--- src/rtl/g711_pkg.sv ---
package g711_pkg;
  typedef enum logic [1:0] {
    MODE_PASS = 2'd0,
    MODE_LIN8 = 2'd1,
    MODE_COMP = 2'd2
  } lane_mode_e;

  // Companding on either side forces 8-bit word length for both
  function automatic lane_mode_e sel_mode(input logic own_en, input logic other_en,
                                          input logic own_byte);
    if (own_en) return MODE_COMP;
    if (other_en || own_byte) return MODE_LIN8;
    return MODE_PASS;
  endfunction
endpackage

--- src/rtl/g711_encoder.sv ---
module g711_encoder #(
  parameter int LIN_W  = 16,
  parameter int CODE_W = 8
) (
  input  logic [LIN_W-1:0]  lin_i,
  input  logic              alaw_i,
  output logic [CODE_W-1:0] code_o
);
  localparam int MU_W   = 14;
  localparam int AL_W   = 13;
  localparam int MU_CLP = 8191;
  localparam int MU_BIAS = 33;

  logic signed [MU_W-1:0] mu_x;
  logic                   mu_neg;
  logic [MU_W-1:0]        mu_mag;
  logic [MU_W:0]          mu_biased;
  logic [12:0]            mu_clp;
  logic [3:0]             mu_pos;
  logic [2:0]             mu_seg;
  logic [3:0]             mu_man;

  logic signed [AL_W-1:0] a_x;
  logic                   a_neg;
  logic [11:0]            a_mag;
  logic [3:0]             a_pos;
  logic [2:0]             a_seg;
  logic [3:0]             a_man;

  assign mu_x      = lin_i[LIN_W-1 -: MU_W];
  assign mu_neg    = mu_x[MU_W-1];
  assign mu_mag    = mu_neg ? MU_W'(-mu_x) : MU_W'(mu_x);
  assign mu_biased = {1'b0, mu_mag} + (MU_W+1)'(MU_BIAS);
  assign mu_clp    = (mu_biased > (MU_W+1)'(MU_CLP)) ? 13'h1fff : mu_biased[12:0];

  always_comb begin
    mu_pos = 4'd5;
    for (int i = 6; i < 13; i++) begin
      if (mu_clp[i]) mu_pos = 4'(i);
    end
    mu_seg = 3'(mu_pos - 4'd5);
    mu_man = 4'(mu_clp >> (mu_pos - 4'd4));
  end

  assign a_x   = lin_i[LIN_W-1 -: AL_W];
  assign a_neg = a_x[AL_W-1];
  assign a_mag = a_neg ? ~a_x[11:0] : a_x[11:0];

  always_comb begin
    a_pos = 4'd4;
    for (int i = 5; i < 12; i++) begin
      if (a_mag[i]) a_pos = 4'(i);
    end
    a_seg = 3'(a_pos - 4'd4);
    a_man = (a_pos == 4'd4) ? a_mag[4:1] : 4'(a_mag >> (a_pos - 4'd4));
  end

  always_comb begin
    if (alaw_i) code_o = CODE_W'({~a_neg, a_seg, a_man} ^ 8'h55);
    else        code_o = CODE_W'(~{mu_neg, mu_seg, mu_man});
  end
endmodule

--- src/rtl/g711_decoder.sv ---
module g711_decoder #(
  parameter int LIN_W  = 16,
  parameter int CODE_W = 8
) (
  input  logic [CODE_W-1:0] code_i,
  input  logic              alaw_i,
  output logic [LIN_W-1:0]  lin_o
);
  localparam int EXT_W = LIN_W - 16;

  logic [7:0]  u;
  logic [15:0] mu_t;
  logic [15:0] mu_mag;
  logic [15:0] mu_val;
  logic [7:0]  a;
  logic [15:0] a_base;
  logic [15:0] a_mag;
  logic [15:0] a_val;
  logic [15:0] val;

  assign u      = ~code_i[7:0];
  assign mu_t   = ({8'b0, u[3:0], 3'b0} + 16'd132) << u[6:4];
  assign mu_mag = mu_t - 16'd132;
  assign mu_val = u[7] ? (16'd0 - mu_mag) : mu_mag;

  assign a      = code_i[7:0] ^ 8'h55;
  assign a_base = {8'b0, a[3:0], 4'b0};
  assign a_mag  = (a[6:4] == 3'd0) ? (a_base + 16'd8)
                                   : ((a_base + 16'd264) << (a[6:4] - 3'd1));
  assign a_val  = a[7] ? a_mag : (16'd0 - a_mag);

  assign val   = alaw_i ? a_val : mu_val;
  // Midpoint sits left-justified on the linear bus
  assign lin_o = LIN_W'(val) << EXT_W;
endmodule

--- src/rtl/g711_lane.sv ---
module g711_lane
  import g711_pkg::*;
#(
  parameter int LIN_W  = 16,
  parameter int CODE_W = 8,
  parameter bit IS_TX  = 1'b1
) (
  input  logic             clk_i,
  input  logic             rst_ni,
  input  lane_mode_e       mode_i,
  input  logic             alaw_i,
  input  logic             valid_i,
  input  logic [LIN_W-1:0] data_i,
  output logic             valid_o,
  output logic [LIN_W-1:0] data_o
);
  localparam int PAD_W = LIN_W - CODE_W;

  logic [LIN_W-1:0] comp_word;
  logic [LIN_W-1:0] lin8_word;
  logic [LIN_W-1:0] nxt_word;

  generate
    if (IS_TX) begin : g_tx
      logic [CODE_W-1:0] code;
      g711_encoder #(.LIN_W(LIN_W), .CODE_W(CODE_W)) u_enc (
        .lin_i (data_i),
        .alaw_i(alaw_i),
        .code_o(code)
      );
      assign comp_word = {code, {PAD_W{1'b0}}};
    end else begin : g_rx
      g711_decoder #(.LIN_W(LIN_W), .CODE_W(CODE_W)) u_dec (
        .code_i(data_i[LIN_W-1 -: CODE_W]),
        .alaw_i(alaw_i),
        .lin_o (comp_word)
      );
    end
  endgenerate

  assign lin8_word = {data_i[LIN_W-1 -: CODE_W], {PAD_W{1'b0}}};

  always_comb begin
    case (mode_i)
      MODE_COMP: nxt_word = comp_word;
      MODE_LIN8: nxt_word = lin8_word;
      default:   nxt_word = data_i;
    endcase
  end

  always_ff @(posedge clk_i or negedge rst_ni) begin
    if (!rst_ni) begin
      valid_o <= 1'b0;
      data_o  <= '0;
    end else begin
      valid_o <= valid_i;
      if (valid_i) data_o <= nxt_word;
    end
  end


  valid_follow_chk: assert property (@(posedge clk_i) disable iff (!rst_ni)
    valid_i |=> valid_o);

  valid_drop_chk: assert property (@(posedge clk_i) disable iff (!rst_ni)
    !valid_i |=> !valid_o);

  data_hold_chk: assert property (@(posedge clk_i) disable iff (!rst_ni)
    !valid_i |=> $stable(data_o));

  pass_thru_chk: assert property (@(posedge clk_i) disable iff (!rst_ni)
    (valid_i && mode_i == MODE_PASS) |=> data_o == $past(data_i));

  lin8_fill_chk: assert property (@(posedge clk_i) disable iff (!rst_ni)
    (valid_i && mode_i == MODE_LIN8) |=>
      (data_o[PAD_W-1:0] == '0 &&
       data_o[LIN_W-1 -: CODE_W] == $past(data_i[LIN_W-1 -: CODE_W])));
endmodule

--- src/rtl/g711_compander.sv ---
module g711_compander
  import g711_pkg::*;
#(
  parameter int LIN_W  = 16,
  parameter int CODE_W = 8
) (
  input  logic             clk_i,
  input  logic             rst_ni,
  input  logic             tx_en_i,
  input  logic             tx_alaw_i,
  input  logic             tx_byte_mode_i,
  input  logic             rx_en_i,
  input  logic             rx_alaw_i,
  input  logic             rx_byte_mode_i,
  input  logic             tx_valid_i,
  input  logic [LIN_W-1:0] tx_lin_i,
  output logic             tx_valid_o,
  output logic [LIN_W-1:0] tx_word_o,
  input  logic             rx_valid_i,
  input  logic [LIN_W-1:0] rx_word_i,
  output logic             rx_valid_o,
  output logic [LIN_W-1:0] rx_lin_o
);
  localparam int PAD_W = LIN_W - CODE_W;

  lane_mode_e tx_mode;
  lane_mode_e rx_mode;

  assign tx_mode = sel_mode(tx_en_i, rx_en_i, tx_byte_mode_i);
  assign rx_mode = sel_mode(rx_en_i, tx_en_i, rx_byte_mode_i);

  g711_lane #(.LIN_W(LIN_W), .CODE_W(CODE_W), .IS_TX(1'b1)) u_tx_lane (
    .clk_i  (clk_i),
    .rst_ni (rst_ni),
    .mode_i (tx_mode),
    .alaw_i (tx_alaw_i),
    .valid_i(tx_valid_i),
    .data_i (tx_lin_i),
    .valid_o(tx_valid_o),
    .data_o (tx_word_o)
  );

  g711_lane #(.LIN_W(LIN_W), .CODE_W(CODE_W), .IS_TX(1'b0)) u_rx_lane (
    .clk_i  (clk_i),
    .rst_ni (rst_ni),
    .mode_i (rx_mode),
    .alaw_i (rx_alaw_i),
    .valid_i(rx_valid_i),
    .data_i (rx_word_i),
    .valid_o(rx_valid_o),
    .data_o (rx_lin_o)
  );


  tx_code_pad_chk: assert property (@(posedge clk_i) disable iff (!rst_ni)
    (tx_valid_i && tx_en_i) |=> tx_word_o[PAD_W-1:0] == '0);

  tx_cross_lin8_chk: assert property (@(posedge clk_i) disable iff (!rst_ni)
    (tx_valid_i && !tx_en_i && rx_en_i) |=>
      tx_word_o == {$past(tx_lin_i[LIN_W-1 -: CODE_W]), {PAD_W{1'b0}}});

  rx_cross_lin8_chk: assert property (@(posedge clk_i) disable iff (!rst_ni)
    (rx_valid_i && !rx_en_i && tx_en_i) |=>
      rx_lin_o == {$past(rx_word_i[LIN_W-1 -: CODE_W]), {PAD_W{1'b0}}});
  // positive zero code expands to zero
  rx_mu_zero_chk: assert property (@(posedge clk_i) disable iff (!rst_ni)
    (rx_valid_i && rx_en_i && !rx_alaw_i && rx_word_i[LIN_W-1 -: CODE_W] == 8'hff)
      |=> rx_lin_o == '0);
endmodule

--- config.mk ---
export PLATFORM = sky130hd
export DESIGN_NAME = g711_compander
export DESIGN_NICKNAME = d
export VERILOG_FILES = /design/src/rtl/g711_pkg.sv /design/src/rtl/g711_encoder.sv /design/src/rtl/g711_decoder.sv /design/src/rtl/g711_lane.sv /design/src/rtl/g711_compander.sv
export SDC_FILE = /design/constraint.sdc
export NUM_CORES = 1
export LEC_CHECK = 0
export CORE_MARGIN = 2
export CORE_UTILIZATION = 57
export CTS_BUF_LIST = sky130_fd_sc_hd__clkbuf_8
export DETAILED_ROUTE_END_ITERATION = 16
export MAX_ROUTING_LAYER = met4
export PLACE_DENSITY = 0.88
export SLEW_MARGIN = 10
export SYNTH_ARGS = -nofsm -noshare
export SYNTH_HDL_FRONTEND = slang
export SYNTH_SLANG_ARGS = --single-unit
--- constraint.sdc ---
create_clock -name clk_i -period 1.3 [get_ports clk_i]
set_input_delay 0.26 -clock clk_i [delete_from_list [all_inputs] [get_ports clk_i]]
set_output_delay 0.26 -clock clk_i [all_outputs]
set_load 0.05 [all_outputs]
==> flow_summary.ini, run 1 <==
[floorplan]
ios = 76
die_y_um = 96.8
initial_core_util_pct = 59.2
rows = 33
die_w_um = 96.8

[synthesis]
synth_top_cell_by_area = dfrtp_1
ys_warn_count = 0
synth_edf_count = 0
syn_inst = 671
async_flop_share_pct = 100
syn_avg_cell_area_um2 = 7.32
synth_nets = 726
syn_area_um2 = 4910
ys_ff_latch = 34
synth_top_cells_by_area = dfrtp_1 (17%), xnor2_1 (7.0%), nor2_1 (5.2%), nand2_1 (4.4%), mux2i_1 (4.3%)
synth_top_cell_area_share_pct = 17.3
ys.flop_type = dfrtp_1
post_synth_num_cell_types = 91
seq_area_frac_synth_pct = 17.3

[place]
hpwl_um = 21000
gp_congestion = 1.09
placement.io_buffers = 75

[clocking]
cts_max_level = 2
cts_resized = 238
ctsHoldBuffers = 0
cts_root_buffer = clkbuf_8
clockBufferDepth = 2
post_cts_buffers = 60
cts-buffers-inserted = 5
cts.sinks = 34

[status]
error_message = [ERROR DPL-0038] Utilization greater than 100%, impossible to legalize
status = did not finish
stop_stage = clock tree synthesis (4_1_cts)
==> cells in the mapped netlist, types with 3 or more instances <==
cell        n
nor2_1     68
nand2_1    57
o21ai_0    41
xnor2_1    39
a21oi_1    37
clkbuf_1   37
dfrtp_1    34
inv_1      32
mux2i_1    21
nor3_1     18
nand3_1    17
xor2_1     17
nor2b_1    15
o211ai_1   14
ha_1       13
a211oi_1   12
a31oi_1    11
o21ai_1    10
or2_2      10
o21a_1      9
a22oi_1     8
and3_1      8
or3_1       7
and2_1      6
buf_1       6
buf_2       5
mux2_2      5
nor4_1      5
o221ai_1    5
o31ai_1     5
a21o_1      4
nand2b_1    4
o41ai_1     4
a2111oi_0   3
a21boi_0    3
a221o_1     3
o2111ai_1   3
o22ai_1     3
o311ai_0    3
o311ai_1    3
or4_1       3
==> cells by family after synthesis <==
family / count (synthesis) / synth area share (%)
muxes: 28 / 6.19
AOI/OAI and AO/OA: 221 / 32.5
DFF: 34 / 17.3
buffers and inverters: 84 / 6.75
xor gates and xnor gates: 57 / 10.3
and+or+nand+nor: 234 / 23.6
adders and majority gates: 13 / 3.31
==> stage by stage <==
step / hold slack, ps / utilization, % / setup WS (ps) / cells / area, µm²
after global placement: 557 / 95.9 / -2540 / 1013 / 7960
after floorplan: -35.6 / - / -2180 / 671 / 5440
after detailed placement: 575 / 95.9 / -2900 / 1013 / 7960
==> run 2: changes to the inputs <==
- CORE_UTILIZATION: 57 -> 40
- CTS_BUF_LIST: sky130_fd_sc_hd__clkbuf_8 -> not set
- MAX_ROUTING_LAYER: met4 -> not set
- PLACE_DENSITY: 0.88 -> not set
- PLACE_DENSITY_LB_ADDON: not set -> 0.15
==> run 2 against run 1 <==
The flow now finishes, with violations (setup timing). Area after synthesis stayed put. Synthesized cell count did not move.
==> flow_summary.ini, run 2 <==
[synthesis]
yosysMostFrequentCell = nor2_1
synth_top_cell_area_share_pct = 17.3
seq_area_frac_synth_pct = 17.3
synth_common_cells = nor2_1 (68), nand2_1 (57), o21ai_0 (41)
synth_nets = 726
syn_area_um2 = 4910
ys_warn_count = 0
synth_top_cell_by_area = dfrtp_1
synth_edf_count = 0
async_flop_share_pct = 100
syn_inst = 671
ys_ff_latch = 34
post_synth_num_cell_types = 91
ys.flop_type = dfrtp_1
synth_top_cells_by_area = dfrtp_1 (17%), xnor2_1 (7.0%), nor2_1 (5.2%), nand2_1 (4.4%), mux2i_1 (4.3%)
syn_avg_cell_area_um2 = 7.32

[setup_path]
start_kind = input port
critPathKind = input port to register
worstPathArrival_ps = 3550
crit_path_end_kind = register
critical_path_required_ps = 1520
cp_max_fo = 5

[power]
p_sw_share_pct = 40.4
power_leakage_nw = 4.01
total_power_w = 0.00788
pwr-share-comb_pct = 63.5
irDropWorstVdd_mv = 0.607
power_frac_clock_pct = 19.9
seqPwrFrac_pct = 16.6
p_int_w = 0.00470
power_density_nw_per_um2 = 831
p_switching_w = 0.00318

[final_layout]
final_cell_mix = buf_4 (223), nor2_1 (63), nand2_1 (53), buf_6 (37), buf_12 (36)
multi_input_area_um2 = 4900
syn2layout_area_growth_pct = 93.1
final_cell_area_um2 = 9480
final_common_cell = buf_4
largestRegisters = u_rx_lane.data_o: 16 flops, u_tx_lane.data_o: 16 flops
fillers = 750
drive_gt1_share_pct = 51.1
n_antenna_cell = 0
fin_nets = 1020
seq_area_um2 = 851

[floorplan]
die_y_um = 115
die_w_um = 115
initial_core_util_pct = 40.9
rows = 40
die-area_um2 = 13200
core_area_um2 = 12000
ios = 76

[clocking]
clockBufferDepth = 2
cts.sinks = 34
cts-buffers-inserted = 5
clk_latency_ps = 280
cts_root_buffer = clkbuf_16
cts_max_level = 2
ctsHoldBuffers = 0
cts_tree = built
path_clk_slew_ps = 60

[timing]
post-route-period-util_pct = 257
final-max-slew-violation-count = 0
fin_skew_ps = 0
worst_pin_slew_ps = 673
timing.final.hold_violations = 0
setup_viol = 20
whs_ps = 373
grt_setup_unrepaired = yes
min_period_ps = 3340
timing.fmax_mhz = 300
maxSlewHeadroom_pct = 54.8
fin_ws_ps = -2040

[drt]
ant_nets = 0
wl_per_cell_um = 21.3
viasPerCell = 6.12
totalWireLength_um = 23700
vias = 6814
drtIter0Drc = 573
dr.pass1.iters = 5
drc = 0

[global_routing]
overflow = 0
grt_pass1_wl_um = 34500
antenna_found_initial = 0
grt_pass1_vias = 6912
grt_max_degree = 35
grtUsageTotal_pct = 32.6

[status]
violations = setup timing
status = complete, but fails checks

[place]
hpwl_um = 15700
gp_congestion = 0.999
placement.io_buffers = 75
placed_area_um2 = 8030

[flow_run]
max_cap_viol_count = 0

[hold_path]
hp-class = input port to asynchronous set/reset pin
-- run 2: layout make-up --
cell class	instances	share of cell area [%]
Tap cell	147	1.94
Timing Repair Buffer	336	33.7
Multi-Input combinational cell	553	51.7
Sequential cell	34	8.97
Inverter	35	1.73
Clock buffer	5	1.32
Clock inverter	3	0.726
-- run 2: stage by stage --
stage	setup WS, ps	util, %	TNS, ps	std cells
2_1_floorplan	-2180	-	-31020	671
3_3_place_gp	-2620	66.8	-47380	1063
3_5_place_dp	-2870	66.8	-49260	1063
4_1_cts	-2010	74.9	-27810	1102
5_1_grt	-2130	78.9	-31520	1113
6_report	-2040	78.9	-29500	1113
-- run 2: what timing repair did --
item	4_1_cts	5_1_grt
gates resized for setup	168	83
setup buffers	36	17
endpoints found under the hold margin	0	0
endpoints found under the setup margin	31	27
pin swaps	87	83
-- run 2: final timing paths --
| check | from | slack, ps | cells after the start | to |
|---|---|---|---|---|
| max | tx_lin_i[2] | -2040 | 17 | u_tx_lane.data_o[14]$_DFFE_PN0P_ |
| min | rst_ni | 370 | 2 | u_tx_lane.data_o[15]$_DFFE_PN0P_ |
| max in group asynchronous | rst_ni | 740 | 2 | u_tx_lane.data_o[13]$_DFFE_PN0P_ |
| min reg2reg | u_tx_lane.data_o[3]$_DFFE_PN0P_ | 570 | 2 | u_tx_lane.data_o[3]$_DFFE_PN0P_ |
| min in group clk_i | tx_lin_i[2] | 420 | 4 | u_tx_lane.data_o[2]$_DFFE_PN0P_ |
| max reg2reg | u_tx_lane.data_o[8]$_DFFE_PN0P_ | 100 | 5 | u_tx_lane.data_o[8]$_DFFE_PN0P_ |
-- run 2: power groups by stage --
stage / combinational, W / sequential, W / clock, W
after detailed placement: 0.00408 / 0.00132 / 0
final: 0.00501 / 0.00131 / 0.00157
after global placement: 0.00401 / 0.00132 / 0
after global routing: 0.00523 / 0.00132 / 0.00162
after CTS: 0.00452 / 0.00131 / 0.00158
after floorplan: 0.00184 / 0.00166 / 0
-- run 2: per-layer routing --
metal  up-vias  share of wire (%)  GRT usage (%)
li1       3049                  -              -
met3       128                5.5           3.90
met4         0                6.8           17.3
met1      3273                 36           35.9
met2       364                 52           61.2
met5         -                  0              0
-- run 2: critical path, cell delays in order --
cell and delay [ps]:
buf_6 80, inv_4 30, ha_4 160, buf_4 140, buf_4 120, xor2_1 140
o21ai_2 170, or4b_4 550, a211oi_4 310, xnor2_2 140, a2111oi_4 460, nor3_4 90
nand2b_4 160, ha_4 160, o21a_1 110, o311ai_2 280, a31o_1 190
-- run 2: cells by family after synthesis --
| logic type | count (synthesis) | synth area share (%) |
|---|---|---|
| buf+inv | 84 | 6.75 |
| flops | 34 | 17.3 |
| simple gates | 234 | 23.6 |
| compound gates | 221 | 32.5 |
| mux | 28 | 6.19 |
| xor+xnor | 57 | 10.3 |
| fa+ha+maj | 13 | 3.31 |
No activity file was read; power rests on OpenSTA's default activity.
==> run 3: changes to the inputs <==
- ABC_AREA: not set -> 1
- PLACE_DENSITY_LB_ADDON: 0.15 -> not set
- SLEW_MARGIN: 10 -> 25
==> run 3 against run 2 <==
Via count decreased by 5.0%. Maximum frequency grew 28%. Final cell count is 10% higher. Largest cell class unchanged. Critical endpoint is now u_tx_lane.data_o[11]$_DFFE_PN0P_. The flow still finishes with violations (setup timing). Critical path depth grew 6. Highest routed layer unchanged.
==> flow_summary.ini, run 3 <==
[timing]
tns_ps = -20990
grt_setup_unrepaired = yes
timing.fmax_mhz = 384
fin_skew_ps = 0
worst_pin_slew_ps = 392
post-route-period-util_pct = 200
whs_ps = 444
fin_ws_ps = -1310
final-max-slew-violation-count = 0
timing.final.hold_violations = 0
setup_viol = 20
min_period_ps = 2610
maxSlewHeadroom_pct = 73.8

[place]
hpwl_um = 14500
dp.cells = 1195
placement.io_buffers = 75
gp_congestion = 0.972

[power]
power_density_nw_per_um2 = 818
power_leakage_nw = 4.13
irDropWorstVdd_mv = 0.878
total_power_w = 0.00695

[clocking]
cts.sinks = 34
cts_max_level = 2
path_clk_slew_ps = 50
cts-buffers-inserted = 5
cts_tree = built
clk_latency_ps = 280
cts_root_buffer = clkbuf_16
clockBufferDepth = 2

[synthesis]
synth_top_cell_area_share_pct = 19.5
ys_warn_count = 0
syn_avg_cell_area_um2 = 5.76
ys_ff_latch = 34
synth_mux_area_share_pct = 0
synthAdderAreaFrac_pct = 3.77
async_flop_share_pct = 100
synth-simple-area-share_pct = 40.8
synth_nets = 863
synth_top_cells_by_area = nand2_1 (20%), dfrtp_1 (18%), inv_1 (7.6%), nor2_1 (7.0%), a21oi_1 (6.8%)
synth_top_cell_by_area = nand2_1
ys.flop_type = dfrtp_1
post_synth_num_cell_types = 47
synth_compound_area_share_pct = 23.1
synth_common_cells = nand2_1 (242), inv_1 (94), nor2_1 (87)
seq_area_frac_synth_pct = 18.3
syn_inst = 807
synth_xor_area_share_pct = 2.64
synth_top_family_by_area = simple AND/OR/NAND/NOR gates
yosysMostFrequentCell = nand2_1
syn_area_um2 = 4650
synth_edf_count = 0

[flow_run]
max_cap_viol_count = 0

[final_layout]
drive_gt1_share_pct = 42.7
fillers = 905
n_antenna_cell = 0
final_cells = 1229
largestRegisters = u_rx_lane.data_o: 16 flops, u_tx_lane.data_o: 16 flops
syn2layout_area_growth_pct = 82.9
final_common_cell = nand2_1
final_cell_mix = nand2_1 (203), buf_4 (195), inv_1 (69), nor2_1 (66), a21oi_1 (53)
fin_nets = 1142

[hold_path]
hp-start = rx_word_i[8]
hp-class = input port to register
hold_end = u_rx_lane.data_o[8]$_DFFE_PN0P_
min_path_cells = 4

[floorplan]
die_y_um = 112
die_w_um = 112
core_area_um2 = 11400
rows = 39
initial_core_util_pct = 40.9
ios = 76
die-area_um2 = 12500

[drt]
drtIter0Drc = 376
dr.pass1.iters = 5
totalWireLength_um = 18900
wl_per_cell_um = 15.3
viasPerCell = 5.27
ant_nets = 0
drc = 0
vias = 6472

[setup_path]
reg2reg_from = u_tx_lane.data_o[13]$_DFFE_PN0P_
crit_path_end_kind = register
critical_path_required_ps = 1520
r2r-end = u_tx_lane.data_o[13]$_DFFE_PN0P_
rr_worst_depth = 2
critPathKind = input port to register
r2r_slack_ps = 560
cp_max_fo = 8
start_kind = input port
worstPathArrival_ps = 2830

[global_routing]
grt_pass1_wl_um = 29500
grt_max_degree = 35
overflow = 0
grt_pass1_vias = 6505
grtUsageTotal_pct = 28.8
antenna_found_initial = 0

[status]
violations = setup timing
status = complete, but fails checks
## run 3: what timing repair did
action                                  in CTS  in global routing
gates resized for setup                    140                 75
hold endpoints to repair                    34                  0
hold buffers                                 1                  0
endpoints found under the setup margin      27                 22
setup buffers                               13                 13
cloned                                       2                  0
pin swaps                                   46                 50
## run 3: power breakdown
| group | total (W) | internal (W) | switching [W] | leakage, nW |
|---|---|---|---|---|
| clock | 0.00142 | 0.000946 | 0.000469 | 0.0829 |
| combinational | 0.00425 | 0.00197 | 0.00228 | 3.63 |
| sequential | 0.00129 | 0.00116 | 0.000125 | 0.415 |
| total | 0.00695 | 0.00408 | 0.00287 | 4.13 |
## run 3: how the worst max path moves through the flow
| stage | startpoint | endpoint | slack [ps] | cells past startpoint |
|---|---|---|---|---|
| after floorplan | tx_lin_i[2] | u_tx_lane.data_o[14]$_DFFE_PN0P_ | -1430 | 20 |
| after global placement | tx_lin_i[3] | u_tx_lane.data_o[14]$_DFFE_PN0P_ | -1990 | 22 |
| after detailed placement | tx_lin_i[2] | u_tx_lane.data_o[11]$_DFFE_PN0P_ | -2050 | 23 |
| after CTS | tx_lin_i[2] | u_tx_lane.data_o[8]$_DFFE_PN0P_ | -1260 | 20 |
| after global routing | tx_lin_i[4] | u_tx_lane.data_o[11]$_DFFE_PN0P_ | -1510 | 26 |
| final | tx_lin_i[2] | u_tx_lane.data_o[11]$_DFFE_PN0P_ | -1310 | 23 |
## run 3: final cells by class
cell class / instances / area [µm²] / share of cell area [%]
clock inverter: 1 / 30.0 / 0.353
inverter: 108 / 447 / 5.26
clock buffer: 6 / 139 / 1.63
multi-input combinational: 644 / 4000 / 47.0
timing repair buffer: 293 / 2860 / 33.6
tap: 143 / 179 / 2.11
sequential: 34 / 851 / 10.0
## run 3: layer usage
layer  wire [µm]  vias up  GRT usage, %
met2        9930      234          55.2
met5           0        -             0
li1            -     3204             -
met3         817       84          3.32
met1        6880     2950          29.2
met4        1220        0          18.5
## run 3: critical path: stages
cell and delay, ps:
buf_8 80, clkinvlp_4 90, ha_4 280, nand2_4 50
nand2_4 70, ha_4 140, nand3_4 70, nor2_4 130
nand2_4 80, a21oi_4 180, nand4_1 170, nand2_2 140
buf_12 110, nand2_8 50, inv_8 90, nand2_4 90
o21ai_1 200, nand2_1 90, nand3_1 120, nand3_1 90
nand2_1 60, nand2_1 60, a21oi_2 110
## run 3: per-stage QoR
stage               utilization (%)  setup slack (ps)  area, µm²
detailed placement             66.5             -2050       7560
finish                         74.8             -1310       8500
global placement               66.5             -1990       7560
global route                   74.8             -1510       8500
floorplan                         -             -1430       4940
CTS                            71.6             -1260       8150
## run 3: kinds of logic (layout without fill, tap and decap cells)
logic type	count (synthesis)	count (layout)
buf+inv	130	408
xor+xnor	14	14
fa+ha+maj	14	14
simple gates	435	436
compound gates	180	180
flops	34	34
